$ cat config.mk
export PLATFORM = sky130hd
export DESIGN_NAME = serial_tx_core
export DESIGN_NICKNAME = d
export VERILOG_FILES = /design/src/rtl/stx_pkg.sv /design/src/rtl/stx_tick_gen.sv /design/src/rtl/stx_hold_buf.sv /design/src/rtl/stx_shifter.sv /design/src/rtl/serial_tx_core.sv
export SDC_FILE = /design/constraint.sdc
export NUM_CORES = 1
export LEC_CHECK = 0
export CORE_AREA = 3 3 77 79
export DETAILED_ROUTE_END_ITERATION = 8
export DIE_AREA = 0 0 80 82
export PLACE_DENSITY = 0.79
export RECOVER_POWER = 100
export SLEW_MARGIN = 20
export SYNTH_ARGS = -nofsm -noshare
export SYNTH_HDL_FRONTEND = slang
export SYNTH_SLANG_ARGS = --single-unit
$ cat constraint.sdc
create_clock -name clk -period 4.2 [get_ports clk]
set_clock_uncertainty 0.15 [all_clocks]
set_input_delay 0.84 -clock clk [delete_from_list [all_inputs] [get_ports clk]]
set_output_delay 0.84 -clock clk [all_outputs]
set_load 0.05 [all_outputs]
$ cat src/rtl/stx_pkg.sv
package stx_pkg;

    localparam logic [1:0] PAR_EVEN = 2'b10;
    localparam logic [1:0] PAR_ODD  = 2'b11;
    localparam int         MIN_BITS = 5;

    // width code to number of data bits, saturating at the widest supported frame
    function automatic int data_width(input logic [2:0] code, input int max_w);
        int w;
        w = MIN_BITS + int'(code);
        if (w > max_w) w = max_w;
        return w;
    endfunction

endpackage

$ cat src/rtl/stx_tick_gen.sv
module stx_tick_gen #(
    parameter int DIV_W = 12
) (
    input  logic             clk,
    input  logic             rst_n,
    input  logic [DIV_W-1:0] div,
    output logic             tick
);

    typedef struct packed {
        logic [DIV_W-1:0] cnt;
    } tg_state_t;

    tg_state_t st_d, st_q;

    always_comb begin
        st_d = st_q;
        tick = (st_q.cnt == '0);
        if (tick) st_d.cnt = div;
        else      st_d.cnt = st_q.cnt - 1'b1;
    end

    always_ff @(posedge clk or negedge rst_n) begin
        if (!rst_n) st_q <= '0;
        else        st_q <= st_d;
    end

endmodule

$ cat src/rtl/stx_hold_buf.sv
module stx_hold_buf #(
    parameter int DATA_W = 9
) (
    input  logic              clk,
    input  logic              rst_n,
    input  logic              wr_en,
    input  logic [DATA_W-1:0] wr_data,
    input  logic              take,
    output logic              full,
    output logic [DATA_W-1:0] word
);

    typedef struct packed {
        logic              full;
        logic [DATA_W-1:0] word;
    } hb_state_t;

    hb_state_t st_d, st_q;

    always_comb begin
        st_d = st_q;
        if (take) st_d.full = 1'b0;
        if (wr_en && !st_q.full) begin
            st_d.full = 1'b1;
            st_d.word = wr_data;
        end
        full = st_q.full;
        word = st_q.word;
    end

    always_ff @(posedge clk or negedge rst_n) begin
        if (!rst_n) st_q <= '0;
        else        st_q <= st_d;
    end

endmodule

$ cat src/rtl/stx_shifter.sv
module stx_shifter #(
    parameter int DATA_W = 9,
    parameter int OVS    = 16
) (
    input  logic              clk,
    input  logic              rst_n,
    input  logic              tick,
    input  logic              buf_full,
    input  logic [DATA_W-1:0] buf_word,
    input  logic [2:0]        cfg_bits,
    input  logic [1:0]        cfg_par,
    input  logic              cfg_two_stop,
    input  logic              done_clr,
    output logic              take,
    output logic              busy,
    output logic              line,
    output logic              done
);
    import stx_pkg::*;

    localparam int FRAME_W = DATA_W + 4;
    localparam int NB_W    = $clog2(FRAME_W + 1);
    localparam int SUB_W   = (OVS > 1) ? $clog2(OVS) : 1;

    typedef struct packed {
        logic               busy;
        logic               done;
        logic [SUB_W-1:0]   sub;
        logic [NB_W-1:0]    left;
        logic [FRAME_W-1:0] frame;
    } sh_state_t;

    sh_state_t st_d, st_q;

    int                 width;
    logic               par_en;
    logic               par_bit;
    logic               fin;
    logic [FRAME_W-1:0] img;
    logic [NB_W-1:0]    nbits;

    always_comb begin
        // frame image built from the waiting word and the current format
        width   = data_width(cfg_bits, DATA_W);
        par_en  = cfg_par[1];
        par_bit = 1'b0;
        for (int i = 0; i < DATA_W; i++)
            if (i < width) par_bit = par_bit ^ buf_word[i];
        if (cfg_par == PAR_ODD) par_bit = ~par_bit;

        img    = '1;
        img[0] = 1'b0;
        for (int i = 0; i < DATA_W; i++)
            if (i < width) img[i+1] = buf_word[i];
        for (int i = 0; i <= DATA_W; i++)
            if (i == width && par_en) img[i+1] = par_bit;
        nbits = NB_W'(width + 2 + int'(par_en) + int'(cfg_two_stop));

        st_d = st_q;
        take = 1'b0;
        fin  = 1'b0;

        if (tick && st_q.busy) begin
            if (st_q.sub == SUB_W'(OVS - 1)) begin
                st_d.sub   = '0;
                st_d.frame = {1'b1, st_q.frame[FRAME_W-1:1]};
                st_d.left  = st_q.left - 1'b1;
                if (st_q.left == NB_W'(1)) begin
                    st_d.busy = 1'b0;
                    fin       = 1'b1;
                end
            end else begin
                st_d.sub = st_q.sub + 1'b1;
            end
        end

        if (tick && !st_d.busy && buf_full) begin
            take       = 1'b1;
            st_d.busy  = 1'b1;
            st_d.sub   = '0;
            st_d.frame = img;
            st_d.left  = nbits;
        end

        if (done_clr)     st_d.done = 1'b0;
        if (fin && !take) st_d.done = 1'b1;

        busy = st_q.busy;
        line = st_q.busy ? st_q.frame[0] : 1'b1;
        done = st_q.done;
    end

    always_ff @(posedge clk or negedge rst_n) begin
        if (!rst_n) st_q <= '0;
        else        st_q <= st_d;
    end

endmodule

$ cat src/rtl/serial_tx_core.sv
module serial_tx_core #(
    parameter int DIV_W  = 12,
    parameter int DATA_W = 9,
    parameter int OVS    = 16
) (
    input  logic              clk,
    input  logic              rst_n,
    input  logic              wr_en,
    input  logic [DATA_W-1:0] wr_data,
    input  logic [DIV_W-1:0]  cfg_div,
    input  logic [2:0]        cfg_bits,
    input  logic [1:0]        cfg_par,
    input  logic              cfg_two_stop,
    input  logic              done_clr,
    output logic              tx_line,
    output logic              buf_empty,
    output logic              tx_done
);

    logic              tick;
    logic              take;
    logic              buf_full;
    logic              sh_busy;
    logic [DATA_W-1:0] buf_word;

    stx_tick_gen #(.DIV_W(DIV_W)) u_tick (
        .clk   (clk),
        .rst_n (rst_n),
        .div   (cfg_div),
        .tick  (tick)
    );

    stx_hold_buf #(.DATA_W(DATA_W)) u_buf (
        .clk     (clk),
        .rst_n   (rst_n),
        .wr_en   (wr_en),
        .wr_data (wr_data),
        .take    (take),
        .full    (buf_full),
        .word    (buf_word)
    );

    stx_shifter #(.DATA_W(DATA_W), .OVS(OVS)) u_shift (
        .clk          (clk),
        .rst_n        (rst_n),
        .tick         (tick),
        .buf_full     (buf_full),
        .buf_word     (buf_word),
        .cfg_bits     (cfg_bits),
        .cfg_par      (cfg_par),
        .cfg_two_stop (cfg_two_stop),
        .done_clr     (done_clr),
        .take         (take),
        .busy         (sh_busy),
        .line         (tx_line),
        .done         (tx_done)
    );

    assign buf_empty = ~buf_full;

endmodule

==> results.cfg <==
[clock_network]
postCtsResizedCells = 0
clockBufferDepth = 2
cts_made_buffers = 5
clockRootBuffer = clkbuf_8
cts-htree-levels = 2
clock_latency_ns = 0.29
clk_pin_slew_worst_paths_ns = 0.08
cts_hold_buffers = 0
cts_tree = yes
clock-sinks = 45
post_cts_buffers = 0

[placement]
place_ws_ns = 0.188
port-buffer-count = 33
place_congestion = 0.900
placed_cell_area_um2 = 3230
dp_cells = 422
dp_hpwl_um = 4680

[synth]
synth_top_area_cell = dfrtp_1
synthCells = 324
synth_top_cell_area_share_pct = 40.1
synth_top_family_by_area = compound AO/OA/AOI/OAI gates
yosysWarnings = 0
synth.area.top_cells = dfrtp_1 40%, o21ai_0 5.2%, a21oi_1 4.6%
synth_commonest_cells = 45 x dfrtp_1, 31 x nor2_1, 29 x o21ai_0
yosysMostFrequentCell = dfrtp_1
synth_fa_ha_area_share_pct = 3.56
synth_nets = 363
synth-xor-area-share_pct = 3.12
synth_area_um2 = 2810
yosysUniqueCellTypes = 55
synth_ff_type = dfrtp_1
ys_ff_latch = 45
synth_compound_area_share_pct = 24.6
avgSynthCellArea_um2 = 8.67
synth_edf_count = 0
synth_simple_gate_area_share_pct = 20.4
synth_mux_area_share_pct = 3.56
synth_seq_area_share_pct = 40.1
synthArstFlopShare_pct = 100

[finish]
fin_nets = 396
finalNonFillerCells = 430
syn_to_final_growth_pct = 18.5
diodes = 0
drive_gt1_share_pct = 8.38
utilization_pct = 61.6
final_cell_area_um2 = 3330

[power_and_ir_drop]
ir_worst_vdd_v = 0.000174
power_per_cell_area_nw_per_um2 = 331
p_total_mw = 1.10
total_leakage_power_nw = 1.33

[sta]
final_hold_viol_count = 0
setup_tns_ns = 0
worst_hold_slack_ns = 0.331
maxSlewViolCount = 46
setup_viol = 0
fin_crit_ns = 3.72
period_share_pct = 88.6
tightest_slew_ns = 2.35
slew_headroom_pct = -56.6
max_freq_mhz = 269
rsz0062_at_grt = false
fin_ws_ns = 0.480

[floorplanning]
io_pins = 34
rows = 27
initial_core_util_pct = 52.0
die_y_um = 82
die_area_um2 = 6560
fp.coreArea_um2 = 5410
die_x_um = 80

[critical_path]
cp_num_buf_inv = 2
path_cells = clkdlybuf4s50_1 > inv_1 > ha_1 > or4b_4 > and3_1 > or3_1 > a21o_1 > a211o_4 > a2111oi_4 > o21ai_1
crit_fanout = 3
crit_required_ns = 4.23
slowest_delay_ns = 0.49
cp_slowest_cell = or4b_4
worstPathArrival_ns = 3.75
critPathTopFamily = simple AND/OR/NAND/NOR gates
worst-path-stages = 10
reg2reg_depth = 7
setup.worst_path.start_class = input pin
end_kind = flop
criticalPathCategory = input pin to flop

[hold_path]
hold_class = flop to flop
holdPathStages = 1

[job]
maxCapViolCount = 1

[drt]
firstDrtPassIters = 4
via_per_inst = 5.78
post_drt_wl_per_cell_um = 14.6
drc = 0
vias = 2486
drt_iter0_markers = 184
wirelength_um = 6260
ant_nets = 0

[outcome]
outcome = finished, violations left
violations = capacitance limit, slew limit

[global_route]
grt_pass1_vias = 2459
grt_util_all_layers_pct = 21.5
grt_overflow = 0
grt_max_degree = 46
antenna_found_initial = 0
grt_pass1_wl_um = 11100
[routing by layer]
layer	routed length (µm)	track usage, %	share of wire [%]
met5	0	0	0
met3	349	3.95	5.6
met1	2680	27.1	43
met4	74	5.07	1.2
met2	3160	38.1	50
[placed cells by master (no fill, tap or decap), types with 13 or more instances in the layout]
master	count
clkdlybuf4s50_1	28
nand2_1	28
o21ai_0	29
dfrtp_1	45
inv_1	13
nor2_1	31
a21oi_1	26
nand3_1	16
[cells by family (layout without fill, tap and decap cells)]
kind of cell	after synthesis	count (layout)
adders and majority gates	8	8
DFF	45	45
buffers and inverters	31	65
AOI/OAI and AO/OA	105	105
and+or+nand+nor	116	116
xor gates and xnor gates	10	10
muxes	9	9
[layout make-up]
cell class	instances	area (µm²)
inverter	13	48.8
clock buffer	7	86.3
multi-input combinational	248	1550
fill	500	2080
timing repair buffer	44	395
sequential	45	1130
tap	72	90.1
clock inverter	1	30.0
[where the power goes]
group	leakage, nW	total, mW	switching [mW]	internal (mW)
clock	0.0585	0.336	0.142	0.194
combinational	0.747	0.243	0.127	0.116
sequential	0.522	0.523	0.0440	0.479
total	1.33	1.10	0.312	0.789
[state kept, by name (all words and copies together), names as in the netlist]
register,cells
u_buf.word,9
u_shift.done,1
u_tick.st_q,12
u_shift.st_q,21
u_shift.busy,1
u_buf.full,1
[path summary, 6_finish.rpt]
kind / from / to / slack, ns
max in group asynchronous: rst_n / u_buf.word[8] / 1.47
min in group asynchronous: rst_n / u_tick.st_q[0] / 1.09
worst min-delay path: u_tick.st_q[0] / u_tick.st_q[0] / 0.33
worst max register to register: u_tick.st_q[3] / u_shift.st_q[4] / 0.95
worst max-delay path: cfg_bits[0] / u_shift.st_q[10] / 0.48
worst min register to register: u_tick.st_q[0] / u_tick.st_q[0] / 0.33
Power figures use the tool's default switching activity.
